[config.mk]
export PLATFORM = sky130hd
export DESIGN_NAME = cfg_serial_bank
export DESIGN_NICKNAME = d
export VERILOG_FILES = /design/src/rtl/cfg_bank_pkg.sv /design/src/rtl/cfg_shift_in.sv /design/src/rtl/cfg_latch_bank.sv /design/src/rtl/cfg_bank_select.sv /design/src/rtl/cfg_serial_bank.sv
export SDC_FILE = /design/constraint.sdc
export NUM_CORES = 1
export LEC_CHECK = 0
export ABC_AREA = 1
export BUFFER_PORTS_ARGS = -buffer_cell sky130_fd_sc_hd__buf_2
export CAP_MARGIN = 20
export CORE_MARGIN = 1
export CORE_UTILIZATION = 55
export DETAILED_ROUTE_END_ITERATION = 7
export PLACE_DENSITY = 0.85
export SKIP_LAST_GASP = 1
export SYNTH_ARGS = -nofsm -noshare
export SYNTH_HDL_FRONTEND = slang
export SYNTH_SLANG_ARGS = --single-unit
[constraint.sdc]
create_clock -name clk -period 2.4 [get_ports clk]
set_clock_uncertainty 0.2 [all_clocks]
set_input_delay 0.24 -clock clk [delete_from_list [all_inputs] [get_ports clk]]
set_output_delay 0.24 -clock clk [all_outputs]
set_load 0.02 [all_outputs]
[src/rtl/cfg_bank_pkg.sv]
`timescale 1ns/1ps
package cfg_bank_pkg;
  parameter int WORD_W = 24;
  parameter int CH_W   = 22;
  parameter int CTL_W  = 21;
  parameter int ACQ_W  = 8;
  parameter int DEV_W  = 8;

  // control word field positions (decoded by the synthesizer)
  localparam int ACQ_HI = 20;
  localparam int DIV_B  = 17;
  localparam int MOD_B  = 16;
  localparam int DEV_HI = 20;
  localparam int PLL_B  = 12;
  localparam int VCO_B  = 11;
  localparam int PA_HI  = 10;

  typedef struct packed {
    logic       pll_en;
    logic       vco_en;
    logic [1:0] pa;
  } bank_ctl_t;

  typedef struct packed {
    logic [2:0] acq;
    logic       div512;
    logic       mod_mode;
    bank_ctl_t  bank;
  } ctl_b1_t;

  typedef struct packed {
    logic [DEV_W-1:0] dev;
    bank_ctl_t        bank;
  } ctl_b0_t;

  typedef enum logic [2:0] {
    TGT_RSV  = 3'b100,
    TGT_CTL1 = 3'b101,
    TGT_CTL0 = 3'b110,
    TGT_TEST = 3'b111
  } ctl_tgt_e;

  function automatic logic [ACQ_W-1:0] acq_decode(input logic [2:0] code);
    case (code)
      3'b001:  acq_decode = ACQ_W'(20);
      3'b010:  acq_decode = ACQ_W'(40);
      3'b011:  acq_decode = ACQ_W'(60);
      3'b111:  acq_decode = ACQ_W'(140);
      default: acq_decode = ACQ_W'(1);
    endcase
  endfunction
endpackage

[src/rtl/cfg_shift_in.sv]
`timescale 1ns/1ps
module cfg_shift_in #(
  parameter int WORD_W = 24,
  parameter int SYNC_N = 2
) (
  input  logic              clk,
  input  logic              rst_n,
  input  logic              ser_clk,
  input  logic              ser_data,
  input  logic              ser_strobe,
  output logic [WORD_W-1:0] shreg,
  output logic              clk_rise,
  output logic              load_pulse
);
  localparam int LAST = SYNC_N - 1;

  logic [SYNC_N-1:0] clk_pipe, dat_pipe, stb_pipe;
  logic              clk_prev, stb_prev;

  always_ff @(posedge clk or negedge rst_n) begin
    if (!rst_n) begin
      clk_pipe <= '0;
      dat_pipe <= '0;
      stb_pipe <= '0;
      clk_prev <= 1'b0;
      stb_prev <= 1'b0;
    end else begin
      clk_pipe <= {clk_pipe[SYNC_N-2:0], ser_clk};
      dat_pipe <= {dat_pipe[SYNC_N-2:0], ser_data};
      stb_pipe <= {stb_pipe[SYNC_N-2:0], ser_strobe};
      clk_prev <= clk_pipe[LAST];
      stb_prev <= stb_pipe[LAST];
    end
  end

  assign clk_rise   = clk_pipe[LAST] & ~clk_prev;
  assign load_pulse = stb_pipe[LAST] & ~stb_prev;

  always_ff @(posedge clk or negedge rst_n) begin
    if (!rst_n)        shreg <= '0;
    else if (clk_rise) shreg <= {shreg[WORD_W-2:0], dat_pipe[LAST]};
  end
endmodule

[src/rtl/cfg_latch_bank.sv]
`timescale 1ns/1ps
module cfg_latch_bank
  import cfg_bank_pkg::*;
#(
  parameter int W  = WORD_W,
  parameter int CW = CH_W,
  parameter int TW = CTL_W
) (
  input  logic          clk,
  input  logic          rst_n,
  input  logic          load_pulse,
  input  logic [W-1:0]  shreg,
  output logic [CW-1:0] ch0,
  output logic [CW-1:0] ch1,
  output ctl_b1_t       ctl1,
  output ctl_b0_t       ctl0,
  output logic [TW-1:0] tst
);
  ctl_tgt_e tgt;
  bank_ctl_t bank_in;
  assign tgt     = ctl_tgt_e'(shreg[W-1:W-3]);
  assign bank_in = '{pll_en: shreg[PLL_B], vco_en: shreg[VCO_B],
                     pa: shreg[PA_HI:PA_HI-1]};

  always_ff @(posedge clk or negedge rst_n) begin
    if (!rst_n) begin
      ch0  <= '0;
      ch1  <= '0;
      ctl1 <= '0;
      ctl0 <= '0;
      tst  <= '0;
    end else if (load_pulse) begin
      if (!shreg[W-1]) begin
        if (shreg[W-2]) ch1 <= shreg[CW-1:0];
        else            ch0 <= shreg[CW-1:0];
      end else begin
        case (tgt)
          TGT_CTL1: ctl1 <= '{acq: shreg[ACQ_HI:ACQ_HI-2], div512: shreg[DIV_B],
                              mod_mode: shreg[MOD_B], bank: bank_in};
          TGT_CTL0: ctl0 <= '{dev: shreg[DEV_HI:DEV_HI-DEV_W+1], bank: bank_in};
          TGT_TEST: tst  <= shreg[TW-1:0];
          default:  ;
        endcase
      end
    end
  end
endmodule

[src/rtl/cfg_bank_select.sv]
`timescale 1ns/1ps
module cfg_bank_select
  import cfg_bank_pkg::*;
#(
  parameter int CW = CH_W,
  parameter int TW = CTL_W
) (
  input  logic             mode_sel,
  input  logic             stdby_n,
  input  logic [CW-1:0]    ch0,
  input  logic [CW-1:0]    ch1,
  input  ctl_b1_t          ctl1,
  input  ctl_b0_t          ctl0,
  input  logic [TW-1:0]    tst,
  output logic [CW-1:0]    freq_word,
  output logic [DEV_W-1:0] dev_word,
  output logic [1:0]       pa_level,
  output logic             mod_en,
  output logic             vco_en,
  output logic             pll_en,
  output logic             div512,
  output logic [ACQ_W-1:0] acq_factor,
  output logic             mod_mode,
  output logic             test_mode
);
  bank_ctl_t cur;

  always_comb begin
    cur       = mode_sel ? ctl1.bank : ctl0.bank;
    freq_word = mode_sel ? ch1 : ch0;
    pa_level  = stdby_n ? cur.pa : 2'b00;
    vco_en    = stdby_n & cur.vco_en;
    pll_en    = stdby_n & cur.pll_en;
    mod_en    = |pa_level;
  end

  assign dev_word   = ctl0.dev;
  assign div512     = ctl1.div512;
  assign mod_mode   = ctl1.mod_mode;
  assign acq_factor = acq_decode(ctl1.acq);
  assign test_mode  = |tst;
endmodule

[src/rtl/cfg_serial_bank.sv]
`timescale 1ns/1ps
module cfg_serial_bank
  import cfg_bank_pkg::*;
#(
  parameter int SYNC_N = 2
) (
  input  logic             clk,
  input  logic             rst_n,
  input  logic             ser_clk,
  input  logic             ser_data,
  input  logic             ser_strobe,
  input  logic             mode_sel,
  input  logic             stdby_n,
  output logic [CH_W-1:0]  freq_word,
  output logic [DEV_W-1:0] dev_word,
  output logic [1:0]       pa_level,
  output logic             mod_en,
  output logic             vco_en,
  output logic             pll_en,
  output logic             div512,
  output logic [ACQ_W-1:0] acq_factor,
  output logic             mod_mode,
  output logic             test_mode
);
  logic [WORD_W-1:0] shreg_q;
  logic              clk_rise, load_pulse;
  logic [CH_W-1:0]   ch0_q, ch1_q;
  ctl_b1_t           ctl1_q;
  ctl_b0_t           ctl0_q;
  logic [CTL_W-1:0]  tst_q;

  cfg_shift_in #(.WORD_W(WORD_W), .SYNC_N(SYNC_N)) u_shift (
    .clk(clk), .rst_n(rst_n), .ser_clk(ser_clk), .ser_data(ser_data),
    .ser_strobe(ser_strobe), .shreg(shreg_q), .clk_rise(clk_rise),
    .load_pulse(load_pulse)
  );

  cfg_latch_bank u_latch (
    .clk(clk), .rst_n(rst_n), .load_pulse(load_pulse), .shreg(shreg_q),
    .ch0(ch0_q), .ch1(ch1_q), .ctl1(ctl1_q), .ctl0(ctl0_q), .tst(tst_q)
  );

  cfg_bank_select u_sel (
    .mode_sel(mode_sel), .stdby_n(stdby_n), .ch0(ch0_q), .ch1(ch1_q),
    .ctl1(ctl1_q), .ctl0(ctl0_q), .tst(tst_q), .freq_word(freq_word),
    .dev_word(dev_word), .pa_level(pa_level), .mod_en(mod_en),
    .vco_en(vco_en), .pll_en(pll_en), .div512(div512),
    .acq_factor(acq_factor), .mod_mode(mod_mode), .test_mode(test_mode)
  );
endmodule

### After elaboration in Yosys (flattened, before gate mapping)

Index checks and enable logic that the tools add are counted.

* equality and inequality tests: 7
* muxes and demuxes: 4
* bitwise logic cells: 8
* reduce and logical (&&, ||, !) cells: 7

Operators with widths (number)
* 8-bit case mux with 4 select lines: 1
* 22-bit 2-to-1 mux: 1
* 21-bit OR reduction: 1
* 3-bit AND reduction: 5
* 3-bit == test (second input constant): 4
* 3-bit by 2-bit == test with 1-bit output (second input constant): 2
* 1-bit bitwise AND: 4
* 4-bit 2-to-1 mux: 1
* 1-bit inverter: 4
* 3-bit by 1-bit == test with 1-bit output (second input constant): 1
* 2-bit 2-to-1 mux: 1
* 2-bit OR reduction: 1

* register bits: 118
* input bits: 7
* output and inout bits: 46
* word-level logic and storage cells: 45

### Logic depth before layout (Yosys ltp)

* word-level depth: 3
* mapped depth: 8
* gate-level depth less buffers: 6

### Hierarchy

Synthesis repeated with hierarchy kept, for this count alone.

* cell total of the unflattened synthesis: 623
* area, all modules: 5144.9 um^2

Modules (own cells, without submodules)
* cfg_latch_bank: instances 1, cells each 378, area an instance 3360.7 um^2, seq. area each 2152.1 um^2
* cfg_shift_in: instances 1, cells each 116, area an instance 1216.2 um^2, seq. area each 800.8 um^2
* cfg_bank_select: instances 1, cells each 129, area an instance 568.0 um^2, seq. area each 0.0 um^2

### Worst setup path after synthesis

OpenSTA, ideal clock, no wires.

* path kind: input to output
* from: input port mode_sel
* to: output port mod_en
* arrival time: 1074 ps
* required time: 1960 ps
* path slack: 886 ps
* cell stages on the path: 4
* path buffers: 1
* path through: buf_2 > clkinv_1 > o21ai_0 > o21ai_0

* longest elaborated chain between the ends: 3

RTL lines
* start, declared: line cfg_serial_bank.sv:12 `input logic mode_sel,`
* 4-bit 2-to-1 mux: line cfg_bank_select.sv:29 `cur = mode_sel ? ctl1.bank : ctl0.bank;`
* 2-bit 2-to-1 mux: line cfg_bank_select.sv:31 `pa_level = stdby_n ? cur.pa : 2'b00;`
* 2-bit OR reduction: line cfg_bank_select.sv:34 `mod_en = |pa_level;`
* end, declared: line cfg_serial_bank.sv:17 `output logic mod_en,`

Every way passes these cells.

### Final worst setup path

* from: register u_latch.tst[19]
* to: output port test_mode

* longest elaborated chain between the ends: 1

RTL lines
* start, declared: line cfg_latch_bank.sv:17 `output logic [TW-1:0] tst`
* start signal, assigned: line cfg_latch_bank.sv:41 `TGT_TEST: tst <= shreg[TW-1:0];`
* 21-bit OR reduction: line cfg_bank_select.sv:41 `assign test_mode = |tst;`
* end, declared: line cfg_serial_bank.sv:23 `output logic test_mode`

Every way passes these cells.

==> summary.txt <==
STA
  – Fin crit period: 1.95 ns
  – Final-report hold violation count: 0
  – Max Fclk: 512 MHz
  – Max-slew headroom: 51.0%
  – Slew @ Worst Pin: 0.736 ns
  – Final period util: 81.4%
  – Hold_ws: 0.146 ns
  – RSZ-0062 raised after global routing: no
  – Max-slew violation total from the final report: 0
  – Setup_tns: 0 ns
  – # setup viols final: 0

Route
  – Residual DRC count: 8
  – M1 WL: 4730 µm
  – DR iter-0 viols: 252
  – Drt total wl: 10900 µm
  – Routed vias/inst: 5.38
  – ANT nets after route: 0
  – Metal2 WL: 5290 µm
  – Drt pass-1 iters: 8
  – Top routing layer in use: met4
  – Met3 wire len: 609 µm
  – Vias: 3926
  – Wirelength per Cell: 14.9 µm

Synth
  – Most frequent cell after synthesis: nand2_1
  – Synth top cells by count: nand2_1 (225), dfrtp_1 (118), o21ai_0 (77), inv_1 (32), nor2_1 (25)
  – Ranking of synthesized cells by area: dfrtp_1 (59%), nand2_1 (17%), o21ai_0 (7.7%)
  – Yosys top cell area share: 58.6%
  – Yosys warning count: 0
  – Synth unique cells: 24
  – Post-Synthesis Cell Area: 5040 µm²
  – Yosys reg bits: 118
  – Post-synth EDFFs: 0
  – Post-synthesis cell count: 567
  – Ys async rst share: 100%
  – Syn_area_per_cell: 8.88 µm²
  – Yosys top cell by area: dfrtp_1
  – Top FF cell, synth: dfrtp_1
  – Seq/Total Area, Yosys: 58.6%

Setup path
  – Crit-path max cell delay: 0.38 ns
  – CP max FO: 2
  – Crit-path leading delay family: simple AND/OR/NAND/NOR gates
  – Flop-to-flop setup slack: 0.58 ns
  – CP max stage cell: dfrtp_1
  – Reg2Reg Depth: 5
  – Startpoint Class: flop
  – Reg-to-reg endpoint: u_latch.ch0[0]
  – CP Buf/Inv Count: 1
  – CP Data Arrival Time: 1.51 ns
  – Worst r2r src: u_shift.stb_prev
  – Crit. End Element: primary output
  – Most used cell along the critical path: nor2_1
  – Critical Path RT: 1.96 ns
  – Crit path cell chain: nor2_1, nand2_1, nor2_1, nand3_1, buf_2
  – Crit Path Category: flop to primary output

Clock tree
  – Reg clk slew, reported paths: 0.05 ns
  – Num CTS Buffers: 17
  – Root Buffer: clkbuf_8
  – Gates resized, CTS repair: 0
  – Worst-skew pair later-pin latency: 0.51 ns
  – Longest Clk Path Bufs: 2
  – CTS Sinks: 118
  – CTS H-tree lvls: 4
  – CTS tree: yes

Floorplanning
  – Initial Util: 57.2%
  – # IOs: 53
  – Num rows: 34
  – Die H: 97.7 µm
  – Core area: 8810 µm²
  – Die ar.: 9550 µm²
  – Chip width: 97.7 µm

Power
  – Lkg Pwr: 3.13 nW
  – IR drop worst, VDD: 553 µV
  – Pwr/cell area: 849 nW/µm²

Final layout
  – Share of layout cells above drive strength 1: 18.6%
  – # fillers: 655
  – Ant diodes: 0
  – Area grow syn2layout: 16.4%
  – Final core occ: 66.6%
  – Final instance area: 5860 µm²
  – Nets: 620

Placement
  – Post-DP HPWL: 6910 µm
  – GPL Wtd Cong: 0.777
  – Port Buffer Count: 50
  – Area of placed instances: 5260 µm²

Global route
  – First-pass GRT wire length: 18400 µm
  – Largest net degree at the start of global routing: 57
  – Total grt overflow: 0
  – Initial antenna violation count: 0
  – GRT Total Usage: 25.1%
  – Vias in the first global route: 3792

Run status
  – Status: finished, violations left
  – Failing checks: design-rule violations

Job
  – Max-cap viol count: 0

Hold path
  – Min-Delay Path Class: input pin to async pin
-- power by group --
| group | total [mW] | internal [mW] | leakage [nW] | switching, mW |
|---|---|---|---|---|
| clock | 2.38 | 1.59 | 0.279 | 0.793 |
| sequential | 2.22 | 2.11 | 1.61 | 0.110 |
| combinational | 0.382 | 0.104 | 1.24 | 0.278 |
| total | 4.98 | 3.80 | 3.13 | 1.18 |
-- kinds of logic (layout without fill, tap and decap cells) --
logic type,count (synthesis),in the layout,share of synthesized area [%]
DFF,118,118,58.6
other,1,2,0.0744
AOI/OAI and AO/OA,105,105,12.1
and+or+nand+nor,272,272,21.5
buffers and inverters,71,125,7.70
-- placed cells by master (no fill, tap or decap) --
master,netlist,routed
inv_4,1,1
nor2_2,1,1
clkinv_1,1,1
clkbuf_8,1,6
a21oi_1,4,4
or2_2,1,1
and3_1,1,1
clkbuf_1,8,2
o21ai_0,77,77
nand2_2,2,2
clkbuf_16,0,16
dfrtp_1,118,118
buf_2,9,49
dlygate4sd3_1,0,4
nand3_1,13,13
buf_12,0,2
o21ai_1,2,2
nor2_4,2,2
o21ai_2,22,22
nand2_1,225,225
inv_1,32,32
nor2_1,25,25
clkinv_2,0,2
bufinv_16,0,2
nand3_4,1,1
nand3_2,1,1
buf_4,12,8
conb_1,1,2
-- sequential cells by signal, summed over array words and instances, names as in the netlist, 2 cells and up --
| register | count |
|---|---|
| u_latch.ch1 | 22 |
| u_shift.clk_pipe | 2 |
| u_shift.dat_pipe | 2 |
| u_latch.ch0 | 22 |
| u_shift.stb_pipe | 2 |
| u_latch.ctl0 | 12 |
| u_shift.shreg | 24 |
| u_latch.tst | 21 |
| u_latch.ctl1 | 9 |
-- final cells by class --
class / count / area (µm²) / area share, %
Clock buffer: 24 / 490 / 8.36
Clock inverter: 4 / 70.1 / 1.19
Inverter: 34 / 130 / 2.22
Multi-Input combinational cell: 379 / 1700 / 29.0
Sequential cell: 118 / 2950 / 50.4
Tap cell: 108 / 135 / 2.30
Timing Repair Buffer: 63 / 385 / 6.57
-- worst max-delay path by stage --
stage / end / slack (ns) / depth (start not counted) / start
finish: test_mode / 0.45 / 5 / u_latch.tst[19]
global route: test_mode / 0.37 / 5 / u_latch.tst[17]
CTS: test_mode / 0.44 / 5 / u_latch.tst[18]
detailed placement: u_latch.ch0[7] / 0.64 / 5 / u_shift.stb_prev
global placement: u_latch.ch0[4] / 0.75 / 6 / u_shift.stb_prev
floorplan: mod_en / 0.89 / 4 / mode_sel
-- per-layer routing --
metal	vias to the layer above	GRT usage, %
met5	-	0
met4	0	10.1
met3	24	6.76
met2	134	39.1
met1	1897	33.6
li1	1871	-
-- through the flow --
step | worst slack [ns] | power, mW | std cells
after CTS | 0.439 | 5.00 | 730
after global placement | 0.748 | 2.58 | 698
after floorplan | 0.886 | 2.44 | 568
after detailed placement | 0.639 | 2.61 | 698
after global routing | 0.370 | 5.14 | 730
final | 0.447 | 4.98 | 730
-- repair_timing --
action | CTS | global route
hold buffers | 4 | 0
buffers inserted | 0 | 0
endpoints found under the hold margin | 56 | 0
Power figures use the tool's default switching activity.
